**config.mk**
```make
export PLATFORM = sky130hd
export DESIGN_NAME = hb_gate_ctrl
export DESIGN_NICKNAME = d
export VERILOG_FILES = /design/src/rtl/hb_pkg.sv /design/src/rtl/hb_decode.sv /design/src/rtl/hb_phase_blank.sv /design/src/rtl/hb_leg_dt.sv /design/src/rtl/hb_gate_ctrl.sv
export SDC_FILE = /design/constraint.sdc
export NUM_CORES = 1
export LEC_CHECK = 0
export BUFFER_PORTS_ARGS = -buffer_cell sky130_fd_sc_hd__buf_2
export CAP_MARGIN = 10
export CORE_MARGIN = 2
export CORE_UTILIZATION = 45
export DETAILED_ROUTE_END_ITERATION = 8
export PLACE_DENSITY_LB_ADDON = 0.05
export SLEW_MARGIN = 20
export SYNTH_ARGS = -nofsm -noshare
export SYNTH_HDL_FRONTEND = slang
export SYNTH_HIERARCHICAL = 1
export SYNTH_SLANG_ARGS = --single-unit
```
**constraint.sdc**
```tcl
create_clock -name clk -period 2.92 [get_ports clk]
set_input_delay 0.584 -clock clk [delete_from_list [all_inputs] [get_ports clk]]
set_output_delay 0.584 -clock clk [all_outputs]
set_load 0.02 [all_outputs]
```
**src/rtl/hb_pkg.sv**
```systemverilog
package hb_pkg;

  typedef enum logic [1:0] {
    BR_DRIVE = 2'd0,
    BR_FAST  = 2'd1,
    BR_SLOW  = 2'd2
  } br_mode_e;

  // gate bit positions: {B low, B high, A low, A high}
  localparam int GI_SRC_A = 0;
  localparam int GI_SNK_A = 1;
  localparam int GI_SRC_B = 2;
  localparam int GI_SNK_B = 3;

  function automatic logic [3:0] leg_pattern(input br_mode_e m, input logic ph);
    logic [3:0] p;
    case (m)
      BR_DRIVE: p = ph ? 4'b1001 : 4'b0110;
      BR_FAST:  p = ph ? 4'b0110 : 4'b1001;
      BR_SLOW:  p = 4'b1010;
      default:  p = 4'b0000;
    endcase
    return p;
  endfunction

  function automatic logic rect_cutoff(input logic passive, input logic zc, input logic ol);
    return passive ? ol : zc;
  endfunction

endpackage

```
**src/rtl/hb_decode.sv**
```systemverilog
module hb_decode
  import hb_pkg::*;
(
  input  logic       phase_in,
  input  logic       enable_in,
  input  logic       en_pol,
  input  logic       xpwm_slow,
  input  logic       chop_req,
  input  logic       chop_fast,
  input  logic       rect_en,
  input  logic       rect_passive,
  input  logic       zero_cur,
  input  logic       over_lim,
  input  logic       fault,
  output logic [3:0] req_o
);

  br_mode_e mode;
  logic     ext_chop;
  logic     cut;

  assign ext_chop = (enable_in == en_pol);
  assign cut      = rect_cutoff(rect_passive, zero_cur, over_lim);

  always_comb begin
    if (ext_chop)      mode = xpwm_slow ? BR_SLOW : BR_FAST;
    else if (chop_req) mode = chop_fast ? BR_FAST : BR_SLOW;
    else               mode = BR_DRIVE;

    if (fault)                    req_o = 4'b0000;
    else if (mode == BR_DRIVE)    req_o = leg_pattern(mode, phase_in);
    else if (!rect_en || cut)     req_o = 4'b0000;
    else                          req_o = leg_pattern(mode, phase_in);
  end

endmodule

```
**src/rtl/hb_phase_blank.sv**
```systemverilog
module hb_phase_blank #(
  parameter int DEAD_CYC = 4
) (
  input  logic clk,
  input  logic rst,
  input  logic phase_in,
  output logic blank_o
);

  localparam int CW = (DEAD_CYC < 2) ? 1 : $clog2(DEAD_CYC + 1);

  logic          phase_q;
  logic [CW-1:0] blk_cnt;
  logic          flip;

  assign flip    = (phase_in != phase_q);
  assign blank_o = flip || (blk_cnt != '0);

  always_ff @(posedge clk) begin
    phase_q <= phase_in;
    if (rst)
      blk_cnt <= '0;
    else if (flip)
      blk_cnt <= CW'(DEAD_CYC - 1);
    else if (blk_cnt != '0)
      blk_cnt <= blk_cnt - 1'b1;
  end

endmodule

```
**src/rtl/hb_leg_dt.sv**
```systemverilog
module hb_leg_dt #(
  parameter int DEAD_CYC = 4
) (
  input  logic clk,
  input  logic rst,
  input  logic want_src,
  input  logic want_snk,
  output logic src_o,
  output logic snk_o,
  output logic ready_o
);

  localparam int CW = (DEAD_CYC < 2) ? 1 : $clog2(DEAD_CYC + 1);

  logic [CW-1:0] idle_cnt;
  logic          both_off;
  logic          src_d, snk_d;

  assign both_off = !src_o && !snk_o;
  assign ready_o  = both_off && (({1'b0, idle_cnt} + 1'b1) >= (CW+1)'(DEAD_CYC));
  assign src_d    = want_src && !want_snk && (src_o || ready_o);
  assign snk_d    = want_snk && !want_src && (snk_o || ready_o);

  always_ff @(posedge clk) begin
    if (rst) begin
      src_o    <= 1'b0;
      snk_o    <= 1'b0;
      idle_cnt <= CW'(DEAD_CYC);
    end else begin
      src_o <= src_d;
      snk_o <= snk_d;
      if (!both_off)
        idle_cnt <= '0;
      else if (idle_cnt != CW'(DEAD_CYC))
        idle_cnt <= idle_cnt + 1'b1;
    end
  end

endmodule

```
**src/rtl/hb_gate_ctrl.sv**
```systemverilog
module hb_gate_ctrl #(
  parameter int DEAD_CYC = 4
) (
  input  logic       clk,
  input  logic       rst,
  input  logic       phase_in,
  input  logic       enable_in,
  input  logic       en_pol,
  input  logic       xpwm_slow,
  input  logic       chop_req,
  input  logic       chop_fast,
  input  logic       rect_en,
  input  logic       rect_passive,
  input  logic       zero_cur,
  input  logic       over_lim,
  input  logic       sleep_in,
  input  logic       uvlo_in,
  input  logic       tsd_in,
  output logic [3:0] gate_o
);

  localparam int NLEG = 2;

  logic            fault;
  logic [3:0]      req_raw;
  logic [3:0]      req_m;
  logic            blank;
  logic [NLEG-1:0] leg_ready;

  assign fault = sleep_in | uvlo_in | tsd_in;

  hb_decode u_dec (
    .phase_in    (phase_in),
    .enable_in   (enable_in),
    .en_pol      (en_pol),
    .xpwm_slow   (xpwm_slow),
    .chop_req    (chop_req),
    .chop_fast   (chop_fast),
    .rect_en     (rect_en),
    .rect_passive(rect_passive),
    .zero_cur    (zero_cur),
    .over_lim    (over_lim),
    .fault       (fault),
    .req_o       (req_raw)
  );

  hb_phase_blank #(.DEAD_CYC(DEAD_CYC)) u_blank (
    .clk     (clk),
    .rst     (rst),
    .phase_in(phase_in),
    .blank_o (blank)
  );

  assign req_m = blank ? 4'b0000 : req_raw;

  for (genvar l = 0; l < NLEG; l++) begin : g_leg
    hb_leg_dt #(.DEAD_CYC(DEAD_CYC)) u_leg (
      .clk     (clk),
      .rst     (rst),
      .want_src(req_m[2*l]),
      .want_snk(req_m[2*l+1]),
      .src_o   (gate_o[2*l]),
      .snk_o   (gate_o[2*l+1]),
      .ready_o (leg_ready[l])
    );
  end

endmodule

```
==> results of run 1 <==
==> flip-flops by register name, indices dropped and copies added, names as in the netlist <==
| name | flops |
|---|---|
| u_blank/phase_q | 1 |
| g_leg.u_leg/src_o | 2 |
| u_blank/blk_cnt | 3 |
| g_leg.u_leg/idle_cnt | 6 |
| g_leg.u_leg/snk_o | 2 |
==> cells in the final DEF, fill, tap and decap left out <==
cell type,count
sky130_fd_sc_hd__xor2_1,1
sky130_fd_sc_hd__nor2b_1,8
sky130_fd_sc_hd__and3b_1,1
sky130_fd_sc_hd__mux2_4,1
sky130_fd_sc_hd__nor4_1,4
sky130_fd_sc_hd__a21oi_1,7
sky130_fd_sc_hd__o21ai_0,1
sky130_fd_sc_hd__nand2_1,10
sky130_fd_sc_hd__o21a_1,1
sky130_fd_sc_hd__a2111o_1,2
sky130_fd_sc_hd__nand4_1,1
sky130_fd_sc_hd__nor2_1,8
sky130_fd_sc_hd__inv_1,11
sky130_fd_sc_hd__clkbuf_4,3
sky130_fd_sc_hd__a211oi_2,1
sky130_fd_sc_hd__or2_2,1
sky130_fd_sc_hd__and2_1,2
sky130_fd_sc_hd__o22ai_1,1
sky130_fd_sc_hd__mux2i_2,1
sky130_fd_sc_hd__ha_1,9
sky130_fd_sc_hd__nand2b_4,1
sky130_fd_sc_hd__nand2b_1,2
sky130_fd_sc_hd__nand3_2,1
sky130_fd_sc_hd__xnor2_1,4
sky130_fd_sc_hd__o2111ai_1,1
sky130_fd_sc_hd__dfxtp_1,14
sky130_fd_sc_hd__buf_2,18
sky130_fd_sc_hd__nand3_1,1
sky130_fd_sc_hd__mux2i_1,4
sky130_fd_sc_hd__a21oi_2,1
sky130_fd_sc_hd__o21bai_1,2
sky130_fd_sc_hd__nor3b_1,1
sky130_fd_sc_hd__or3_1,3
==> per-layer routing <==
layer	part of all wire (%)	vias to the layer above	track usage [%]
met5	0	-	0
met3	3.0	0	4.60
li1	-	407	-
met2	49	10	26.7
met4	0	0	2.86
met1	48	343	15.0
==> worst reg2reg max path, cell delays in order (launching register included) <==
cell and delay, ns:
sky130_fd_sc_hd__dfxtp_1 0.32, sky130_fd_sc_hd__inv_1 0.08, sky130_fd_sc_hd__ha_1 0.23, sky130_fd_sc_hd__nand2b_4 0.08, sky130_fd_sc_hd__nand2b_1 0.19, sky130_fd_sc_hd__nor2b_1 0.18
sky130_fd_sc_hd__nor2_1 0.06, sky130_fd_sc_hd__nand2_1 0.07, sky130_fd_sc_hd__a21oi_1 0.04
==> stage by stage <==
| stage | worst slack [ns] | cells | hold slack [ns] | utilization [%] | total power, mW |
|---|---|---|---|---|---|
| 2_1_floorplan | 0.615 | 106 | 0.514 | - | 0.347 |
| 3_3_place_gp | 0.395 | 151 | 0.489 | 53.4 | 0.378 |
| 3_5_place_dp | 0.312 | 151 | 0.493 | 53.4 | 0.383 |
| 4_1_cts | 0.584 | 154 | 0.484 | 54.5 | 0.487 |
| 5_1_grt | 0.434 | 154 | 0.492 | 54.5 | 0.519 |
| 6_report | 0.612 | 154 | 0.491 | 54.5 | 0.481 |
==> area by class of cell <==
class                   count  area [sq um]  area share (%)
multi-input cells          81           591            55.8
well taps                  27          33.8            3.19
inverters                  11          41.3            3.90
clock buffers               3          22.5            2.13
repair buffers             18          90.1            8.51
flip-flops and latches     14           280            26.5
==> power by group through the flow <==
stage               clock [mW]  combinational [mW]  sequential, mW
floorplan                    0               0.121           0.226
global placement             0               0.150           0.228
detailed placement           0               0.155           0.228
CTS                      0.107               0.157           0.223
global route             0.115               0.177           0.227
finish                   0.103               0.155           0.223
==> final timing paths <==
path	from	end	slack, ns	depth (start not counted)
worst max-delay path	en_pol	g_leg[0].u_leg/src_o	0.61	11
worst min-delay path	phase_in	u_blank/phase_q	0.49	1
worst max register to register	u_blank/blk_cnt[0]	g_leg[1].u_leg/src_o	1.56	8
worst min register to register	g_leg[1].u_leg/snk_o	g_leg[1].u_leg/snk_o	0.50	2
==> metrics.txt, run 1 <==
# TYPE chip_impl_metric gauge
chip_impl_info{name="run_status",value="finished clean"} 1
chip_impl_metric{name="overflow",unit=""} 0
chip_impl_info{name="worstSetupEndpointType",value="register"} 1
chip_impl_metric{name="number_of_cts_inserted_buffers",unit=""} 3
chip_impl_metric{name="report.final.setup_viol",unit=""} 0
chip_impl_metric{name="post-route-drc-count",unit=""} 0
chip_impl_metric{name="final_area",unit="sq mm"} 0.00106
chip_impl_metric{name="post_cts.repair.setup_buffers",unit=""} 0
chip_impl_metric{name="dp_hpwl",unit="um"} 1240
chip_impl_metric{name="clk_pin_slew",unit="ns"} 0.08
chip_impl_metric{name="top_level_ports",unit=""} 19
chip_impl_metric{name="power.static_leakage",unit="nW"} 0.478
chip_impl_metric{name="final.period_utilization",unit="%"} 79.1
chip_impl_metric{name="fp.dieH",unit="um"} 49.0
chip_impl_metric{name="worst_ir_drop_vdd",unit="mV"} 0.378
chip_impl_metric{name="nFillCells",unit=""} 199
chip_impl_info{name="critical_path.startpoint_type",value="input pin"} 1
chip_impl_metric{name="clock_sink_count",unit=""} 14
chip_impl_metric{name="total_buffers_and_inverters_traversed_by_the_critical_path",unit=""} 1
chip_impl_metric{name="power.internal",unit="mW"} 0.334
chip_impl_metric{name="timing.fmax",unit="MHz"} 433
chip_impl_metric{name="clk_latency",unit="ns"} 0.27
chip_impl_metric{name="cp.required",unit="ns"} 3.09
chip_impl_metric{name="track_usage",unit="%"} 14.1
chip_impl_metric{name="drt-total-wl",unit="um"} 1510
chip_impl_metric{name="viasPerCell",unit=""} 4.94
chip_impl_metric{name="detailedRoute.firstPassIterationCount",unit=""} 2
chip_impl_info{name="cp_slowest_cell",value="sky130_fd_sc_hd__mux2i_1"} 1
chip_impl_metric{name="worst_path_largest_cell_delay",unit="ns"} 0.33
chip_impl_metric{name="first_pass_grt_wire_length",unit="um"} 2680
chip_impl_metric{name="h-tree-depth",unit=""} 1
chip_impl_metric{name="final-max-slew-violation-count",unit=""} 0
chip_impl_metric{name="maxCapViolCount",unit=""} 0
chip_impl_info{name="dominant_cell_type_by_count_on_the_critical_path",value="sky130_fd_sc_hd__nor2_1"} 1
chip_impl_info{name="cp_cell_sequence",value="buf_2 -> xor2_1 -> mux2i_1 -> ha_1 -> nor2_1 -> nand3_2 -> a211oi_2 -> nor2b_1 -> nor2_1 -> nand2_1 -> a21oi_1"} 1
chip_impl_metric{name="via_count_of_the_first_global_routing_pass",unit=""} 696
chip_impl_metric{name="number_of_inserted_diodes",unit=""} 0
chip_impl_metric{name="ys_warn_count",unit=""} 6
chip_impl_metric{name="power.share.clock",unit="%"} 21.4
chip_impl_metric{name="fin_nets",unit=""} 153
chip_impl_metric{name="syn2layout_area_growth",unit="%"} 16.0
chip_impl_metric{name="critPathArrivalTime",unit="ns"} 2.48
chip_impl_metric{name="final_antenna_net_count",unit=""} 0
chip_impl_metric{name="max_slew_headroom",unit="%"} 75.9
chip_impl_metric{name="syn-mean-instance-area",unit="sq um"} 8.60
chip_impl_metric{name="detail_route.iter0.violations",unit=""} 6
chip_impl_info{name="path_class",value="input pin to register"} 1
chip_impl_metric{name="worst_clock_skew",unit="ns"} 0.00338
chip_impl_metric{name="grt_antenna_before_repair",unit=""} 0
chip_impl_metric{name="cellPowerDensity",unit="mW/mm^2"} 455
chip_impl_metric{name="max_slew.worst_pin.slew",unit="ns"} 0.360
chip_impl_metric{name="drt-wirelength-per-cell",unit="um"} 9.79
chip_impl_metric{name="grt_max_degree",unit=""} 14
chip_impl_metric{name="count_of_buffers_from_port_buffering",unit=""} 18
chip_impl_metric{name="max-clock-path-buffers",unit=""} 2
chip_impl_metric{name="total_neg_setup_slack",unit="ns"} 0
chip_impl_metric{name="critPathMaxFanout",unit=""} 4
chip_impl_metric{name="core_area",unit="sq mm"} 0.00194
chip_impl_metric{name="switching_power",unit="mW"} 0.147
chip_impl_info{name="clock-root-buffer",value="sky130_fd_sc_hd__clkbuf_4"} 1
chip_impl_info{name="setup_repair_after_global_routing_missed_its_margin",value="false"} 1
chip_impl_metric{name="number_of_vias_after_detailed_routing",unit=""} 760
chip_impl_metric{name="cts_hold_buf",unit=""} 0
chip_impl_metric{name="count_of_mapped_cells_out_of_synthesis",unit=""} 106
chip_impl_metric{name="die_x",unit="um"} 49.0
chip_impl_metric{name="layout-drive-gt1-share",unit="%"} 22.0
chip_impl_info{name="cts_tree",value="yes"} 1
chip_impl_metric{name="cts_resized",unit=""} 0
chip_impl_metric{name="start_util",unit="%"} 47.0
chip_impl_metric{name="area_enclosed_by_the_die_boundary",unit="sq mm"} 0.00240
chip_impl_metric{name="sequentialPowerShare",unit="%"} 46.4
chip_impl_info{name="min-delay-path-class",value="input pin to register"} 1
chip_impl_metric{name="synthesis.area",unit="sq um"} 912
chip_impl_metric{name="row_count",unit=""} 16
chip_impl_metric{name="finalWorstPathRequiredPeriod",unit="ns"} 2.31
chip_impl_metric{name="switching_share",unit="%"} 30.6
chip_impl_metric{name="placed_cell_area",unit="sq mm"} 0.00104
chip_impl_info{name="critical_path_s_top_delay_family",value="simple AND/OR/NAND/NOR gates"} 1
chip_impl_metric{name="combinationalPowerShare",unit="%"} 32.2
chip_impl_metric{name="mappedNetlistNets",unit=""} 130
chip_impl_metric{name="finalHoldViolations",unit=""} 0
chip_impl_metric{name="place.gp.congestion",unit=""} 0.760
Power figures use the tool's default switching activity.
==> inputs of run 2 (changes only) <==
- clock period: 2.92 -> 2.25 ns (I/O delays scaled with it)
==> run 2 against run 1 <==
Compared with the run above: non-clock buffer count is 4 higher; combinational power rose by 39%; routed wire length up 2.2%; largest cell class unchanged.
==> metrics.txt, run 2 (same netlist as run 1, synthesis figures left out) <==
# TYPE chip_impl_metric gauge
chip_impl_info{name="run_status",value="finished clean"} 1
chip_impl_info{name="reg_to_reg_end",value="g_leg[0].u_leg/snk_o"} 1
chip_impl_metric{name="track_usage",unit="%"} 14.7
chip_impl_metric{name="final-max-slew-violation-count",unit=""} 0
chip_impl_info{name="cp_cell_sequence",value="buf_2 -> xor2_2 -> mux2i_2 -> buf_4 -> ha_1 -> nand2b_1 -> and3b_1 -> a211oi_2 -> nor2b_1 -> nor2_1 -> nand2_1 -> a21oi_1"} 1
chip_impl_metric{name="totalPowerFinal",unit="mW"} 0.682
chip_impl_info{name="critical_path.startpoint_type",value="input pin"} 1
chip_impl_metric{name="clk_latency",unit="ns"} 0.28
chip_impl_metric{name="max_slew.worst_pin.slew",unit="ns"} 0.376
chip_impl_metric{name="top_level_ports",unit=""} 19
chip_impl_metric{name="switching_power",unit="mW"} 0.201
chip_impl_metric{name="r2r.worst_path.cells",unit=""} 8
chip_impl_info{name="most_common_cell_after_layout_fill_and_taps_aside",value="sky130_fd_sc_hd__buf_2"} 1
chip_impl_metric{name="critPathMaxFanout",unit=""} 3
chip_impl_info{name="clock-root-buffer",value="sky130_fd_sc_hd__clkbuf_4"} 1
chip_impl_metric{name="post-route-drc-count",unit=""} 0
chip_impl_metric{name="layout-drive-gt1-share",unit="%"} 27.3
chip_impl_info{name="setup_repair_after_global_routing_missed_its_margin",value="false"} 1
chip_impl_metric{name="final_area",unit="sq mm"} 0.00112
chip_impl_info{name="reg_top3",value="g_leg.u_leg/idle_cnt: 6 flops, u_blank/blk_cnt: 3 flops"} 1
chip_impl_metric{name="number_of_cts_inserted_buffers",unit=""} 3
chip_impl_metric{name="finalHoldViolations",unit=""} 0
chip_impl_metric{name="cts_resized",unit=""} 0
chip_impl_info{name="critical_path_s_top_delay_family",value="simple AND/OR/NAND/NOR gates"} 1
chip_impl_metric{name="post_cts.repair.setup_buffers",unit=""} 0
chip_impl_metric{name="power.internal",unit="mW"} 0.481
chip_impl_metric{name="sequentialPowerShare",unit="%"} 42.5
chip_impl_metric{name="drt-wirelength-per-cell",unit="um"} 9.69
chip_impl_metric{name="drt-total-wl",unit="um"} 1540
chip_impl_metric{name="total_buffers_and_inverters_traversed_by_the_critical_path",unit=""} 2
chip_impl_metric{name="count_of_buffers_from_port_buffering",unit=""} 18
chip_impl_metric{name="switching_share",unit="%"} 29.5
chip_impl_info{name="critical_path.startpoint",value="en_pol"} 1
chip_impl_metric{name="detailedRoute.firstPassIterationCount",unit=""} 2
chip_impl_metric{name="largest_register_ff_count",unit=""} 6
chip_impl_metric{name="overflow",unit=""} 0
chip_impl_metric{name="clock_sink_count",unit=""} 14
chip_impl_metric{name="dpl.cell_count",unit=""} 155
chip_impl_info{name="capturing_instance_or_port_of_the_critical_path",value="g_leg[0].u_leg/src_o"} 1
chip_impl_metric{name="number_of_inserted_diodes",unit=""} 0
chip_impl_metric{name="via_count_of_the_first_global_routing_pass",unit=""} 692
chip_impl_metric{name="cellPowerDensity",unit="mW/mm^2"} 611
chip_impl_metric{name="timing.hold.ws",unit="ns"} 0.340
chip_impl_metric{name="fin_nets",unit=""} 157
chip_impl_metric{name="dp_hpwl",unit="um"} 1250
chip_impl_metric{name="critPathArrivalTime",unit="ns"} 2.21
chip_impl_metric{name="grt_max_degree",unit=""} 14
chip_impl_info{name="most-common-layout-cells",value="sky130_fd_sc_hd__buf_2 (18), sky130_fd_sc_hd__dfxtp_1 (14), sky130_fd_sc_hd__inv_1 (11)"} 1
chip_impl_metric{name="final.period_utilization",unit="%"} 90.5
chip_impl_metric{name="power.static_leakage",unit="nW"} 0.504
chip_impl_metric{name="grt_antenna_before_repair",unit=""} 0
chip_impl_metric{name="worst_ir_drop_vdd",unit="mV"} 0.386
chip_impl_info{name="path_class",value="input pin to register"} 1
chip_impl_metric{name="maxCapViolCount",unit=""} 0
chip_impl_metric{name="final_cell_count_no_fill",unit=""} 159
chip_impl_metric{name="die_x",unit="um"} 49.0
chip_impl_metric{name="area_enclosed_by_the_die_boundary",unit="sq mm"} 0.00240
chip_impl_info{name="min-delay-path-class",value="input pin to register"} 1
chip_impl_metric{name="max-clock-path-buffers",unit=""} 2
chip_impl_info{name="worstSetupEndpointType",value="register"} 1
chip_impl_metric{name="critical_path_cell_count",unit=""} 12
chip_impl_metric{name="nFillCells",unit=""} 213
chip_impl_metric{name="cts_hold_buf",unit=""} 0
chip_impl_metric{name="clk_pin_slew",unit="ns"} 0.09
chip_impl_metric{name="detail_route.iter0.violations",unit=""} 6
chip_impl_metric{name="cp.required",unit="ns"} 2.42
chip_impl_metric{name="viasPerCell",unit=""} 4.77
chip_impl_metric{name="power.share.clock",unit="%"} 26.0
chip_impl_metric{name="finalWorstPathRequiredPeriod",unit="ns"} 2.04
chip_impl_info{name="cts_tree",value="yes"} 1
chip_impl_metric{name="worst-r2r-setup-slack",unit="ns"} 0.90
chip_impl_metric{name="combinationalPowerShare",unit="%"} 31.5
chip_impl_metric{name="fp.dieH",unit="um"} 49.0
chip_impl_metric{name="report.final.setup_viol",unit=""} 0
chip_impl_info{name="largest-register",value="g_leg.u_leg/idle_cnt"} 1
chip_impl_metric{name="worst_clock_skew",unit="ns"} 0.00987
chip_impl_metric{name="placed_cell_area",unit="sq mm"} 0.00107
chip_impl_metric{name="timing.fmax",unit="MHz"} 491
chip_impl_metric{name="final_antenna_net_count",unit=""} 0
chip_impl_metric{name="place.gp.congestion",unit=""} 0.737
chip_impl_info{name="critical_path.reg2reg.startpoint",value="u_blank/blk_cnt[1]"} 1
chip_impl_metric{name="worst_path_largest_cell_delay",unit="ns"} 0.27
chip_impl_metric{name="row_count",unit=""} 16
chip_impl_metric{name="setup_slack",unit="ns"} 0.213
chip_impl_metric{name="first_pass_grt_wire_length",unit="um"} 2730
chip_impl_metric{name="start_util",unit="%"} 47.0
chip_impl_info{name="cp_slowest_cell",value="sky130_fd_sc_hd__mux2i_2"} 1
chip_impl_metric{name="dp_slack",unit="ns"} -0.118
chip_impl_metric{name="core_area",unit="sq mm"} 0.00194
chip_impl_metric{name="syn2layout_area_growth",unit="%"} 22.4
chip_impl_metric{name="max_slew_headroom",unit="%"} 74.8
chip_impl_metric{name="number_of_vias_after_detailed_routing",unit=""} 759
chip_impl_metric{name="h-tree-depth",unit=""} 1
run 2: changes by cell type in the layout (fill, tap and decap cells not counted), sizes merged:
cell | before | now
clkbuf | 3 | 4
buf | 18 | 22
run 2: metrics by stage:
step / setup TNS, ns / utilization, %
2_1_floorplan: 0 / -
3_3_place_gp: -0.0947 / 54.9
3_5_place_dp: -0.301 / 54.9
4_1_cts: 0 / 56.8
5_1_grt: 0 / 57.5
6_report: 0 / 57.5
run 2: power by group through the flow:
stage               Sequential [mW]  Combinational [mW]  Clock [mW]
global placement              0.296               0.205           0
global route                  0.294               0.245       0.197
floorplan                     0.293               0.158           0
finish                        0.290               0.215       0.177
detailed placement            0.296               0.211           0
CTS                           0.290               0.213       0.188
run 2: how the worst min path moves through the flow:
stage	from	end	depth (start not counted)
floorplan	phase_in	u_blank/phase_q	0
global placement	g_leg[1].u_leg/snk_o	g_leg[1].u_leg/snk_o	2
detailed placement	g_leg[1].u_leg/snk_o	g_leg[1].u_leg/snk_o	2
CTS	phase_in	u_blank/phase_q	1
global route	phase_in	u_blank/phase_q	1
finish	phase_in	u_blank/phase_q	1
run 2: final cells by class:
cell class                 instances  area, sq um  area share [%]
multi-input combinational         81          604            54.1
sequential                        14          280            25.1
timing repair buffer              22          120            10.8
inverter                          11         41.3            3.70
clock buffer                       4         36.3            3.25
tap                               27         33.8            3.03
run 2: layer usage:
metal | global-route usage, % | routed length [um] | up-vias
li1 | - | - | 412
met1 | 15.6 | 730 | 331
met2 | 26.3 | 730 | 12
met3 | 4.60 | 50 | 4
met4 | 7.14 | 29 | 0
met5 | 0 | 0 | -
run 2: worst reg2reg max path, stage by stage, from the launching register on:
cell and delay (ns):
sky130_fd_sc_hd__dfxtp_1 0.30, sky130_fd_sc_hd__inv_1 0.09, sky130_fd_sc_hd__ha_1 0.23, sky130_fd_sc_hd__nand2b_4 0.08
sky130_fd_sc_hd__nand2b_1 0.19, sky130_fd_sc_hd__nor2b_1 0.18, sky130_fd_sc_hd__nor2_1 0.06, sky130_fd_sc_hd__nand2_1 0.07
sky130_fd_sc_hd__a21oi_1 0.04
==> inputs of run 3 (changes only) <==
- GPL_TIMING_DRIVEN: not set -> 0
- PLACE_DENSITY: not set -> 0.76
- PLACE_DENSITY_LB_ADDON: 0.05 -> not set
==> run 3 against run 2 <==
Compared with the run above: first-iteration DRC count grew 120%; maximum frequency fell by 2.8%; final area decreased by 3.5%; sequential power about the same; clock power shrank 24%; hold slack gained 0.020 ns; via count grew 0.13%.
==> metrics.txt, run 3 (same netlist as run 1, synthesis figures left out) <==
# TYPE chip_impl_metric gauge
chip_impl_metric{name="fp.dieH",unit="um"} 49.0
chip_impl_info{name="clock-root-buffer",value="sky130_fd_sc_hd__clkbuf_4"} 1
chip_impl_info{name="reg_top3",value="g_leg.u_leg/idle_cnt: 6 flops, u_blank/blk_cnt: 3 flops"} 1
chip_impl_metric{name="number_of_inserted_diodes",unit=""} 0
chip_impl_metric{name="finalWorstPathRequiredPeriod",unit="ns"} 2.09
chip_impl_metric{name="total_neg_setup_slack",unit="ns"} 0
chip_impl_info{name="most-common-layout-cells",value="sky130_fd_sc_hd__buf_2 (18), sky130_fd_sc_hd__dfxtp_1 (14), sky130_fd_sc_hd__inv_1 (11)"} 1
chip_impl_metric{name="detail_route.iter0.violations",unit=""} 13
chip_impl_metric{name="nFillCells",unit=""} 202
chip_impl_metric{name="top_level_ports",unit=""} 19
chip_impl_metric{name="r2r.worst_path.cells",unit=""} 8
chip_impl_metric{name="start_util",unit="%"} 47.0
chip_impl_metric{name="final-max-slew-violation-count",unit=""} 0
chip_impl_metric{name="critPathMaxFanout",unit=""} 4
chip_impl_info{name="min-delay-path-class",value="input pin to register"} 1
chip_impl_metric{name="cts_hold_buf",unit=""} 0
chip_impl_info{name="largest-register",value="g_leg.u_leg/idle_cnt"} 1
chip_impl_metric{name="drt-total-wl",unit="um"} 1590
chip_impl_metric{name="place.gp.congestion",unit=""} 0.686
chip_impl_metric{name="finalHoldViolations",unit=""} 0
chip_impl_metric{name="largest_register_ff_count",unit=""} 6
chip_impl_info{name="setup_repair_after_global_routing_missed_its_margin",value="false"} 1
chip_impl_metric{name="first_pass_grt_wire_length",unit="um"} 2970
chip_impl_metric{name="power.static_leakage",unit="nW"} 0.483
chip_impl_metric{name="syn2layout_area_growth",unit="%"} 18.1
chip_impl_metric{name="fin_util",unit="%"} 55.5
chip_impl_metric{name="final_antenna_net_count",unit=""} 0
chip_impl_metric{name="maxCapViolCount",unit=""} 0
chip_impl_metric{name="cellPowerDensity",unit="mW/mm^2"} 588
chip_impl_metric{name="hold_depth",unit=""} 1
chip_impl_metric{name="worst_clock_skew",unit="ns"} 0.00429
chip_impl_info{name="worstSetupEndpointType",value="register"} 1
chip_impl_metric{name="overflow",unit=""} 0
chip_impl_metric{name="fin_nets",unit=""} 154
chip_impl_metric{name="number_of_vias_after_detailed_routing",unit=""} 760
chip_impl_metric{name="count_of_buffers_from_port_buffering",unit=""} 18
chip_impl_metric{name="worst-r2r-setup-slack",unit="ns"} 0.91
chip_impl_metric{name="via_count_of_the_first_global_routing_pass",unit=""} 768
chip_impl_metric{name="max-clock-path-buffers",unit=""} 2
chip_impl_metric{name="post-route-drc-count",unit=""} 0
chip_impl_metric{name="timing.fmax",unit="MHz"} 477
chip_impl_metric{name="h-tree-depth",unit=""} 1
chip_impl_info{name="critical_path.startpoint_type",value="input pin"} 1
chip_impl_metric{name="setup_slack",unit="ns"} 0.156
chip_impl_info{name="critical_path.reg2reg.startpoint",value="u_blank/blk_cnt[1]"} 1
chip_impl_metric{name="critPathArrivalTime",unit="ns"} 2.26
chip_impl_info{name="critical_path.startpoint",value="en_pol"} 1
chip_impl_metric{name="grt_max_degree",unit=""} 14
chip_impl_metric{name="detailedRoute.firstPassIterationCount",unit=""} 3
chip_impl_metric{name="max_slew.worst_pin.slew",unit="ns"} 0.364
chip_impl_metric{name="viasPerCell",unit=""} 4.90
chip_impl_metric{name="max_slew_headroom",unit="%"} 75.6
chip_impl_metric{name="final.period_utilization",unit="%"} 93.1
chip_impl_metric{name="worst_ir_drop_vdd",unit="mV"} 0.287
chip_impl_metric{name="dp_hpwl",unit="um"} 1290
chip_impl_metric{name="core_area",unit="sq mm"} 0.00194
chip_impl_metric{name="area_enclosed_by_the_die_boundary",unit="sq mm"} 0.00240
chip_impl_metric{name="number_of_cts_inserted_buffers",unit=""} 3
chip_impl_metric{name="die_x",unit="um"} 49.0
chip_impl_metric{name="grt_antenna_before_repair",unit=""} 0
chip_impl_info{name="most_common_cell_after_layout_fill_and_taps_aside",value="sky130_fd_sc_hd__buf_2"} 1
chip_impl_metric{name="clk_latency",unit="ns"} 0.27
chip_impl_info{name="capturing_instance_or_port_of_the_critical_path",value="g_leg[0].u_leg/src_o"} 1
chip_impl_info{name="run_status",value="finished clean"} 1
chip_impl_metric{name="report.final.setup_viol",unit=""} 0
chip_impl_info{name="cts_tree",value="yes"} 1
chip_impl_metric{name="layout-drive-gt1-share",unit="%"} 24.2
chip_impl_metric{name="cp.required",unit="ns"} 2.41
chip_impl_info{name="path_class",value="input pin to register"} 1
chip_impl_metric{name="row_count",unit=""} 16
chip_impl_info{name="reg_to_reg_end",value="g_leg[1].u_leg/snk_o"} 1
chip_impl_metric{name="clk_pin_slew",unit="ns"} 0.08
chip_impl_metric{name="track_usage",unit="%"} 15.5
chip_impl_metric{name="drt-wirelength-per-cell",unit="um"} 10.3
chip_impl_metric{name="clock_sink_count",unit=""} 14
chip_impl_metric{name="dp_slack",unit="ns"} -0.245
[run 3: changes by cell type in the layout (fill, tap and decap cells not counted), sizes merged]
cell | previous run | this run
buf | 22 | 19
clkbuf | 4 | 3
[run 3: cell type report]
type / count / area [sq um] / area share, %
inverters: 11 / 41.3 / 3.83
repair buffers: 19 / 97.6 / 9.06
clock buffers: 3 / 22.5 / 2.09
multi-input cells: 81 / 602 / 55.9
well taps: 27 / 33.8 / 3.14
flip-flops and latches: 14 / 280 / 26.0
[run 3: how the worst min path moves through the flow]
stage	from	end	slack [ns]
floorplan	phase_in	u_blank/phase_q	0.48
global placement	g_leg[0].u_leg/src_o	g_leg[0].u_leg/src_o	0.48
detailed placement	g_leg[1].u_leg/snk_o	g_leg[1].u_leg/snk_o	0.49
CTS	phase_in	u_blank/phase_q	0.35
global route	phase_in	u_blank/phase_q	0.35
finish	phase_in	u_blank/phase_q	0.36
[run 3: repair_timing]
action / in CTS / in global routing
setup endpoints to repair: 0 / 4
gates resized for setup: 0 / 2
buffers inserted: 0 / 1
[run 3: critical path, stage by stage]
cell,delay (ns)
sky130_fd_sc_hd__buf_2,0.11
sky130_fd_sc_hd__xor2_2,0.24
sky130_fd_sc_hd__mux2i_2,0.28
sky130_fd_sc_hd__ha_1,0.27
sky130_fd_sc_hd__nor2_1,0.21
sky130_fd_sc_hd__nand3_2,0.12
sky130_fd_sc_hd__a211oi_2,0.22
sky130_fd_sc_hd__nor2b_1,0.19
sky130_fd_sc_hd__nor2_1,0.07
sky130_fd_sc_hd__nand2_1,0.07
sky130_fd_sc_hd__a21oi_1,0.04
[run 3: report_power, final]
group          switching, mW  internal, mW  leakage, nW
clock network         0.0735        0.0618       0.0138
registers             0.0203         0.271        0.114
logic                  0.102         0.105        0.355
total                  0.196         0.437        0.483
[run 3: stage by stage]
| stage | hold slack (ns) | power (mW) | cell area [sq um] | instances |
|---|---|---|---|---|
| after floorplan | 0.478 | 0.451 | 912 | 106 |
| after global placement | 0.483 | 0.486 | 1040 | 151 |
| after detailed placement | 0.493 | 0.499 | 1040 | 151 |
| after CTS | 0.349 | 0.636 | 1060 | 154 |
| after global routing | 0.351 | 0.682 | 1080 | 155 |
| final | 0.360 | 0.634 | 1080 | 155 |
[run 3: per-layer routing]
| layer | wire length (um) | track usage (%) |
|---|---|---|
| met4 | 19 | 8.57 |
| met2 | 760 | 27.2 |
| met1 | 762 | 18.8 |
| met3 | 47 | 0.920 |
| met5 | 0 | 0 |
